`config.mk`:
```
export PLATFORM = sky130hd
export DESIGN_NAME = uart_reg_guard
export DESIGN_NICKNAME = d
export VERILOG_FILES = /design/src/rtl/uart_reg_guard_pkg.sv /design/src/rtl/guarded_reg.sv /design/src/rtl/divisor_latch.sv /design/src/rtl/reg_read_mux.sv /design/src/rtl/uart_reg_guard.sv
export SDC_FILE = /design/constraint.sdc
export NUM_CORES = 1
export LEC_CHECK = 0
export ABC_AREA = 1
export BUFFER_PORTS_ARGS = -buffer_cell sky130_fd_sc_hd__buf_2
export CORE_MARGIN = 10
export CORE_UTILIZATION = 52
export CTS_BUF_LIST = sky130_fd_sc_hd__clkbuf_4 sky130_fd_sc_hd__clkbuf_8
export DETAILED_ROUTE_END_ITERATION = 16
export GPL_TIMING_DRIVEN = 0
export HOLD_SLACK_MARGIN = 0.02
export PLACE_DENSITY = 0.81
export SLEW_MARGIN = 20
export SYNTH_ARGS = -nofsm -noshare
export SYNTH_HDL_FRONTEND = slang
export SYNTH_HIERARCHICAL = 1
export SYNTH_SLANG_ARGS = --single-unit
```
`constraint.sdc`:
```
create_clock -name clk -period 1.6 [get_ports clk]
set_clock_uncertainty 0.15 [all_clocks]
set_input_delay 0.4 -clock clk [delete_from_list [all_inputs] [get_ports clk]]
set_output_delay 0.4 -clock clk [all_outputs]
set_load 0.01 [all_outputs]
```
`src/rtl/uart_reg_guard_pkg.sv`:
```
package uart_reg_guard_pkg;
  localparam int REG_COUNT = 6;

  typedef enum logic [2:0] {
    RA_IER = 3'd0,
    RA_FCR = 3'd1,
    RA_MCR = 3'd2,
    RA_EFR = 3'd3,
    RA_DLL = 3'd4,
    RA_DLH = 3'd5
  } reg_addr_e;

  localparam int UNLOCK_BIT = 4;
  localparam int SLEEP_BIT  = 4;
endpackage

```
`src/rtl/guarded_reg.sv`:
```
module guarded_reg #(
  parameter int              W         = 8,
  parameter logic [W-1:0]    PROT_MASK = '0
) (
  input  logic         clk,
  input  logic         rst_n,
  input  logic         we,
  input  logic         unlock,
  input  logic [W-1:0] wdata,
  output logic [W-1:0] q
);
  logic [W-1:0] merged;

  always_comb begin
    if (unlock) merged = wdata;
    else        merged = (wdata & ~PROT_MASK) | (q & PROT_MASK);
  end

  always_ff @(posedge clk or negedge rst_n) begin
    if (!rst_n)  q <= '0;
    else if (we) q <= merged;
  end
endmodule

```
`src/rtl/divisor_latch.sv`:
```
module divisor_latch #(
  parameter int BYTE_W = 8,
  parameter int NBYTES = 2,
  localparam int DIV_W = BYTE_W * NBYTES
) (
  input  logic              clk,
  input  logic              rst_n,
  input  logic [NBYTES-1:0] we_byte,
  input  logic              lock,
  input  logic [BYTE_W-1:0] wdata,
  output logic [DIV_W-1:0]  div
);
  for (genvar b = 0; b < NBYTES; b++) begin : g_byte
    always_ff @(posedge clk or negedge rst_n) begin
      if (!rst_n)
        div[b*BYTE_W +: BYTE_W] <= '0;
      else if (we_byte[b] && !lock)
        div[b*BYTE_W +: BYTE_W] <= wdata;
    end
  end
endmodule

```
`src/rtl/reg_read_mux.sv`:
```
module reg_read_mux #(
  parameter int DATA_W = 8,
  parameter int ADDR_W = 3,
  parameter int NREG   = 6
) (
  input  logic [NREG-1:0][DATA_W-1:0] regs,
  input  logic [ADDR_W-1:0]           addr,
  output logic [DATA_W-1:0]           data
);
  always_comb begin
    data = '0;
    for (int i = 0; i < NREG; i++)
      if (addr == ADDR_W'(i)) data = regs[i];
  end
endmodule

```
`src/rtl/uart_reg_guard.sv`:
```
module uart_reg_guard
  import uart_reg_guard_pkg::*;
#(
  parameter int                DATA_W   = 8,
  parameter int                ADDR_W   = 3,
  parameter logic [DATA_W-1:0] IER_PROT = 8'hF0,
  parameter logic [DATA_W-1:0] FCR_PROT = 8'h30,
  parameter logic [DATA_W-1:0] MCR_PROT = 8'hE0,
  localparam int               DIV_W    = 2 * DATA_W
) (
  input  logic              clk,
  input  logic              rst_n,
  input  logic              wr_en,
  input  logic [ADDR_W-1:0] wr_addr,
  input  logic [DATA_W-1:0] wr_data,
  input  logic [ADDR_W-1:0] rd_addr,
  output logic [DATA_W-1:0] rd_data,
  output logic [DATA_W-1:0] ier_q,
  output logic [DATA_W-1:0] fcr_q,
  output logic [DATA_W-1:0] mcr_q,
  output logic [DATA_W-1:0] efr_q,
  output logic [DIV_W-1:0]  divisor,
  output logic              enh_unlock,
  output logic              sleep_en,
  output logic [3:0]        swfc_mode,
  output logic              cts_flow_en,
  output logic              rts_flow_en
);
  logic [REG_COUNT-1:0] wsel;
  logic [REG_COUNT-1:0][DATA_W-1:0] bank;

  for (genvar i = 0; i < REG_COUNT; i++) begin : g_dec
    assign wsel[i] = wr_en && (wr_addr == ADDR_W'(i));
  end

  assign enh_unlock = efr_q[UNLOCK_BIT];
  assign sleep_en   = ier_q[SLEEP_BIT];

  guarded_reg #(.W(DATA_W), .PROT_MASK(IER_PROT)) u_ier (
    .clk(clk), .rst_n(rst_n), .we(wsel[RA_IER]), .unlock(enh_unlock),
    .wdata(wr_data), .q(ier_q));

  guarded_reg #(.W(DATA_W), .PROT_MASK(FCR_PROT)) u_fcr (
    .clk(clk), .rst_n(rst_n), .we(wsel[RA_FCR]), .unlock(enh_unlock),
    .wdata(wr_data), .q(fcr_q));

  guarded_reg #(.W(DATA_W), .PROT_MASK(MCR_PROT)) u_mcr (
    .clk(clk), .rst_n(rst_n), .we(wsel[RA_MCR]), .unlock(enh_unlock),
    .wdata(wr_data), .q(mcr_q));

  // Extended-control register: never guarded
  guarded_reg #(.W(DATA_W), .PROT_MASK('0)) u_efr (
    .clk(clk), .rst_n(rst_n), .we(wsel[RA_EFR]), .unlock(1'b1),
    .wdata(wr_data), .q(efr_q));

  divisor_latch #(.BYTE_W(DATA_W), .NBYTES(2)) u_div (
    .clk(clk), .rst_n(rst_n), .we_byte({wsel[RA_DLH], wsel[RA_DLL]}),
    .lock(sleep_en), .wdata(wr_data), .div(divisor));

  assign swfc_mode   = efr_q[3:0];
  assign rts_flow_en = efr_q[6];
  assign cts_flow_en = efr_q[7];

  assign bank[RA_IER] = ier_q;
  assign bank[RA_FCR] = fcr_q;
  assign bank[RA_MCR] = mcr_q;
  assign bank[RA_EFR] = efr_q;
  assign bank[RA_DLL] = divisor[DATA_W-1:0];
  assign bank[RA_DLH] = divisor[DIV_W-1:DATA_W];

  reg_read_mux #(.DATA_W(DATA_W), .ADDR_W(ADDR_W), .NREG(REG_COUNT)) u_rd (
    .regs(bank), .addr(rd_addr), .data(rd_data));
endmodule

```
==> metrics.txt, run 1 <==
outcome finished, violations left; failing checks setup timing; worst skew pair latency 0.31 ns; Critical Path Source Type flip-flop; CTS tree yes; Core ar. 0.00466 sq mm; CTS max path bufs 2; Setup WS post-layout -0.373 ns; IO buf count 80; Row Count 25; hold slack 0.257 ns; Antenna Nets Post-Route 0; Hold Path Class in2reg; post-synthesis cell count 319; Final nets 435; Net Count, Synth 336; Die ar. 0.00794 sq mm; Vias 2,603; CTS buffer count 5; clock root cell clkbuf_8; largest net degree at the start of global routing 49; placer congestion estimate 0.918; post-route minimum period 1.97 ns; Ant. Diodes 0; RSZ-0062 raised after global routing yes; area delta synth->final 34.0%; HPWL Detailed 5.71 mm; fin util 71.4%; total grt overflow 0; Tcrit/Tclk final 123%; number of global-route vias before repair 2,360; per-cell routed wire length 17.4 microns; crit path max fanout 2; Worst-path clk slew 0.09 ns; Setup WS pre-CTS -0.352 ns; yosys warns 6; Relative slew margins 59.8%; global-route wire length before repair 12.4 mm; Worst Tran Pin Value 0.603 ns; Die X 89.1 microns; final setup violation count 8; max_cap viols 0; Worst Setup End Kind primary output; syn avg cell area 7.79 sq um; via-per-instance ratio 5.50; H-tree levels 2; clock sink count 48; Routed WL 8.21 mm; CP arrival 1.42 ns; aggregate global-route resource usage 20.5%; Die H 89.1 microns; initial antenna violation count 0; WP data required 1.05 ns; Fillers 347; VDD IR max 562 uV; max-slew violation count 0; area of the multi-input gates 0.00108 sq mm; 1st-pass router iterations 6; register area 0.00120 sq mm; # IOs 81; CP Class reg2out; # DRC 0; final hold vios 0; static leakage 1.81 nW; pwr dens 1220 mW/mm^2; layout cells sized above 1 35.8%; Iter 0 DRT Violations 321; Initial Utilization 53.3%; Mapped Area 0.00248 sq mm; Fmax 507 MHz
==> flip-flops by register name (all words and copies together) (netlist names) <==
| register | cells |
|---|---|
| u_div/div | 16 |
| u_efr/q | 8 |
| u_fcr/q | 8 |
| u_ier/q | 8 |
| u_mcr/q | 8 |
==> timing repair <==
item                                    4_1_cts  5_1_grt
setup buffers                                 6        6
endpoints found under the setup margin       11       11
cloned                                        1        0
hold buffers                                  0        1
gates resized for setup                      33       15
pin swaps                                    10       12
hold endpoints to repair                      0       48
==> area by class of cell <==
| class | instances | share of cell area, % |
|---|---|---|
| Multi-Input combinational cell | 223 | 32.6 |
| Buffer | 16 | 5.30 |
| Tap cell | 54 | 2.03 |
| Timing Repair Buffer | 93 | 16.7 |
| Clock inverter | 3 | 1.28 |
| Sequential cell | 48 | 36.2 |
| Inverter | 31 | 3.95 |
| Clock buffer | 5 | 2.07 |
==> routing by layer <==
| layer | global-route usage (%) | share of wire, % | wire, microns |
|---|---|---|---|
| met1 | 26.1 | 39 | 3200 |
| met2 | 33.1 | 49 | 4040 |
| met3 | 3.28 | 8.7 | 713 |
| met5 | 0 | 0 | 0 |
| met4 | 9.54 | 3.1 | 254 |
==> layout by cell type, fill, tap and decap left out, drive strengths merged <==
cell,count
nand2,132
buf,107
dfrtp,48
nand3,34
inv,31
nor2,23
nand4,16
o21ai,15
clkbuf,6
nor3,3
clkinv,1
bufinv,1
clkinvlp,1
dlygate4sd3,1
==> per-stage QoR <==
step	power, mW	std cells	cell area (sq um)	setup TNS, ns
2_1_floorplan	2.37	319	2490	0
3_3_place_gp	2.96	453	2960	-2.63
3_5_place_dp	3.01	453	2960	-2.66
4_1_cts	4.01	468	3240	-1.90
5_1_grt	4.25	473	3330	-2.39
6_report	4.05	473	3330	-2.06
==> worst paths after layout <==
check / end / cells past startpoint / from / slack, ns
worst max-delay path: rd_data[4] / 5 / u_fcr/q[4] / -0.37
worst min-delay path: u_efr/q[7] / 3 / wr_data[7] / 0.26
worst max register to register: u_div/div[10] / 7 / u_ier/q[4] / 0.14
worst min register to register: u_mcr/q[5] / 2 / u_mcr/q[5] / 0.36
max in group asynchronous: u_efr/q[4] / 2 / rst_n / 0.38
min in group asynchronous: u_ier/q[7] / 2 / rst_n / 0.48
==> worst max-delay path: stages (launching register included) <==
cell and delay (ns):
dfrtp_1 0.40, nand4_1 0.11, nand2_1 0.06, nor2_1 0.18, nand4_1 0.18, buf_2 0.19
==> power by group <==
group          switching (mW)  internal (mW)
registers               0.273           1.49
logic                   0.790          0.601
clock network           0.429          0.463
total                    1.49           2.56
Power figures use the tool's default switching activity.
==> run 2: changes to the inputs <==
Settings changed: SETUP_SLACK_MARGIN set to 0.1.
==> run 2 against run 1 <==
Net effect:
- the run still ends with setup timing left
- total power is 1.5% higher
- register-to-register slack better by 0.12 ns
- design area is 4.6% higher
- final cell count is 0.63% higher
- core utilization is 3.3 points higher
- critical path depth is 4 higher
- maximum frequency is 2.2% higher
- critical endpoint unchanged
==> metrics.txt, run 2 (synthesis gave the netlist of run 1 again) <==
outcome finished, violations left (unchanged); failing checks setup timing (unchanged); Worst Tran Pin Value 0.603 ns (about the same); VDD IR max 777 uV (was 562 uV); Core ar. 0.00466 sq mm (unchanged); Fmax 518 MHz (was 507 MHz); power share of the sequential group 42.4% (was 43.6%); R2R cell count 6 (was 7); WL met1 3.26 mm (was 3.20 mm); placer congestion estimate 0.829 (was 0.918); Ant. Diodes 0 (unchanged); clock root cell clkbuf_8 (unchanged); switching power share of the total 34.9% (was 36.8%); WP data required 1.05 ns (about the same); final hold vios 0 (unchanged); Row Count 25 (unchanged); Relative slew margins 59.8% (about the same); Hold Path Class in2reg (unchanged); Critical Path Source Type primary input (was flip-flop); Worst-path clk slew 0.09 ns (about the same); CP arrival 1.38 ns (was 1.42 ns); clock power share 21.4% (was 22.0%); fin util 74.7% (was 71.4%); Worst Setup End Kind primary output (unchanged); Layout Cells excl Fill 476 (was 473); Tcrit/Tclk final 121% (was 123%); worst skew pair latency 0.30 ns (was 0.31 ns); max layer used met4 (unchanged); layout cells sized above 1 34.8% (was 35.8%); hold slack 0.241 ns (was 0.257 ns); static leakage 1.87 nW (was 1.81 nW); # IOs 81 (unchanged); Antenna Nets Post-Route 0 (unchanged); number of global-route vias before repair 2,506 (was 2,360); CP max stage delay 0.23 ns (was 0.40 ns); met3 WL 731 microns (was 713 microns); Vias 2,589 (was 2,603); # DRC 0 (unchanged); Iter 0 DRT Violations 270 (was 321); CTS buffer count 5 (unchanged); Die X 89.1 microns (unchanged); Combinational Power Share 36.3% (was 34.4%); largest net degree at the start of global routing 49 (unchanged); total grt overflow 0 (unchanged); Final nets 438 (was 435); area delta synth->final 40.2% (was 34.0%); initial antenna violation count 0 (unchanged); Setup WS pre-CTS -0.480 ns (was -0.352 ns); CTS tree yes (unchanged); H-tree levels 2 (unchanged); RSZ-0062 raised after global routing yes (unchanged); max-slew violation count 0 (unchanged); Routed WL 7.99 mm (was 8.21 mm); dpl cells 453 (unchanged); max_cap viols 0 (unchanged); per-cell routed wire length 16.8 microns (was 17.4 microns); Die ar. 0.00794 sq mm (unchanged); 1st-pass router iterations 7 (was 6); clock sink count 48 (unchanged); Setup WS post-layout -0.331 ns (was -0.373 ns); post-route minimum period 1.93 ns (was 1.97 ns); via-per-instance ratio 5.44 (was 5.50); WHS Path Cells 3 (unchanged); routed wl met2 3.86 mm (was 4.04 mm); Pint 2.67 mW (was 2.56 mW); CP Class in2out (was reg2out); Biggest register u_div/div (unchanged); Worst path slowest cell nor2_4 (was dfrtp_1); crit path max fanout 8 (was 2); number of flip-flops in the largest register 16 (unchanged); area of the multi-input gates 0.00106 sq mm (was 0.00108 sq mm); final setup violation count 9 (was 8); CTS max path bufs 2 (unchanged); Psw 1.43 mW (was 1.49 mW); Initial Utilization 53.3% (unchanged); aggregate global-route resource usage 20.2% (was 20.5%); most common cell after layout, fill and taps aside nand2_1 (unchanged); Fillers 328 (was 347); IO buf count 80 (unchanged); HPWL Detailed 5.52 mm (was 5.71 mm); Die H 89.1 microns (unchanged); pwr dens 1180 mW/mm^2 (was 1220 mW/mm^2); worst-path cell chain buf_8, buf_8, nor2_4, buf_6, nand3_2, nand2_1, nor2_1, nand4_1, buf_2 (was nand4_1, nand2_1, nor2_1, nand4_1, buf_2); register area 0.00120 sq mm (unchanged); highest-count cells in the layout ignoring fill and taps nand2_1 (127), buf_2 (64), dfrtp_1 (46) (was nand2_1 (126), buf_2 (74), dfrtp_1 (46)); Power, Total 4.11 mW (was 4.05 mW); global-route wire length before repair 12.5 mm (was 12.4 mm); Worst path most repeated cell buf_8 (was nand4_1)
run 2: changes by cell type in the layout (fill, tap and decap cells not counted), sizes merged:
| cell | delta |
|---|---|
| bufbuf | +1 |
| clkbuf | +1 |
| clkinvlp | -1 |
| buf | +2 |
run 2: what timing repair did:
action | 4_1_cts | 5_1_grt
buffers inserted | 9 | 5
cloned | 1 | 0
hold endpoints to repair | 0 | 46
hold buffers | 0 | 1
setup endpoints to repair | 18 | 20
resized for setup | 46 | 6
pin swaps | 6 | 6
run 2: power by group through the flow:
stage / Combinational [mW] / Clock [mW] / Sequential, mW
2_1_floorplan: 0.520 / 0 / 1.86
3_3_place_gp: 1.19 / 0 / 1.76
3_5_place_dp: 1.22 / 0 / 1.77
4_1_cts: 1.46 / 0.888 / 1.73
5_1_grt: 1.63 / 0.937 / 1.78
6_report: 1.49 / 0.878 / 1.74
run 2: layout make-up:
type                    instances  share of cell area (%)
clock buffers                   6                    2.19
well taps                      54                    1.94
plain buffers                  16                    5.61
multi-input cells             223                    30.4
repair buffers                 96                    20.5
flip-flops and latches         48                    34.6
inverters                      31                    3.77
clock inverters                 2                    1.01
run 2: critical path: cells and delay by family:
kind          cells  cell delay [ns]
buf+inv           4             0.50
simple gates      5             0.48
run 2: metal layers:
| layer | GRT usage (%) | up-vias |
|---|---|---|
| met4 | 6.07 | 0 |
| met3 | 6.02 | 12 |
| met5 | 0 | - |
| met1 | 24.1 | 1229 |
| met2 | 34.4 | 132 |
| li1 | - | 1216 |
run 2: final timing paths:
path | slack (ns) | startpoint | end
worst max-delay path | -0.33 | rd_addr[0] | rd_data[4]
worst min-delay path | 0.24 | wr_data[1] | u_efr/q[1]
worst min register to register | 0.36 | u_div/div[9] | u_div/div[9]
max in group asynchronous | 0.37 | rst_n | u_ier/q[4]
worst max register to register | 0.26 | u_ier/q[4] | u_div/div[1]
min in group asynchronous | 0.50 | rst_n | u_fcr/q[2]
run 2: through the flow:
step	setup TNS, ns	instance area [sq um]
CTS	-1.82	3420
detailed placement	-3.69	2990
finish	-2.41	3480
global route	-2.96	3480
global placement	-3.49	2990
floorplan	0	2520
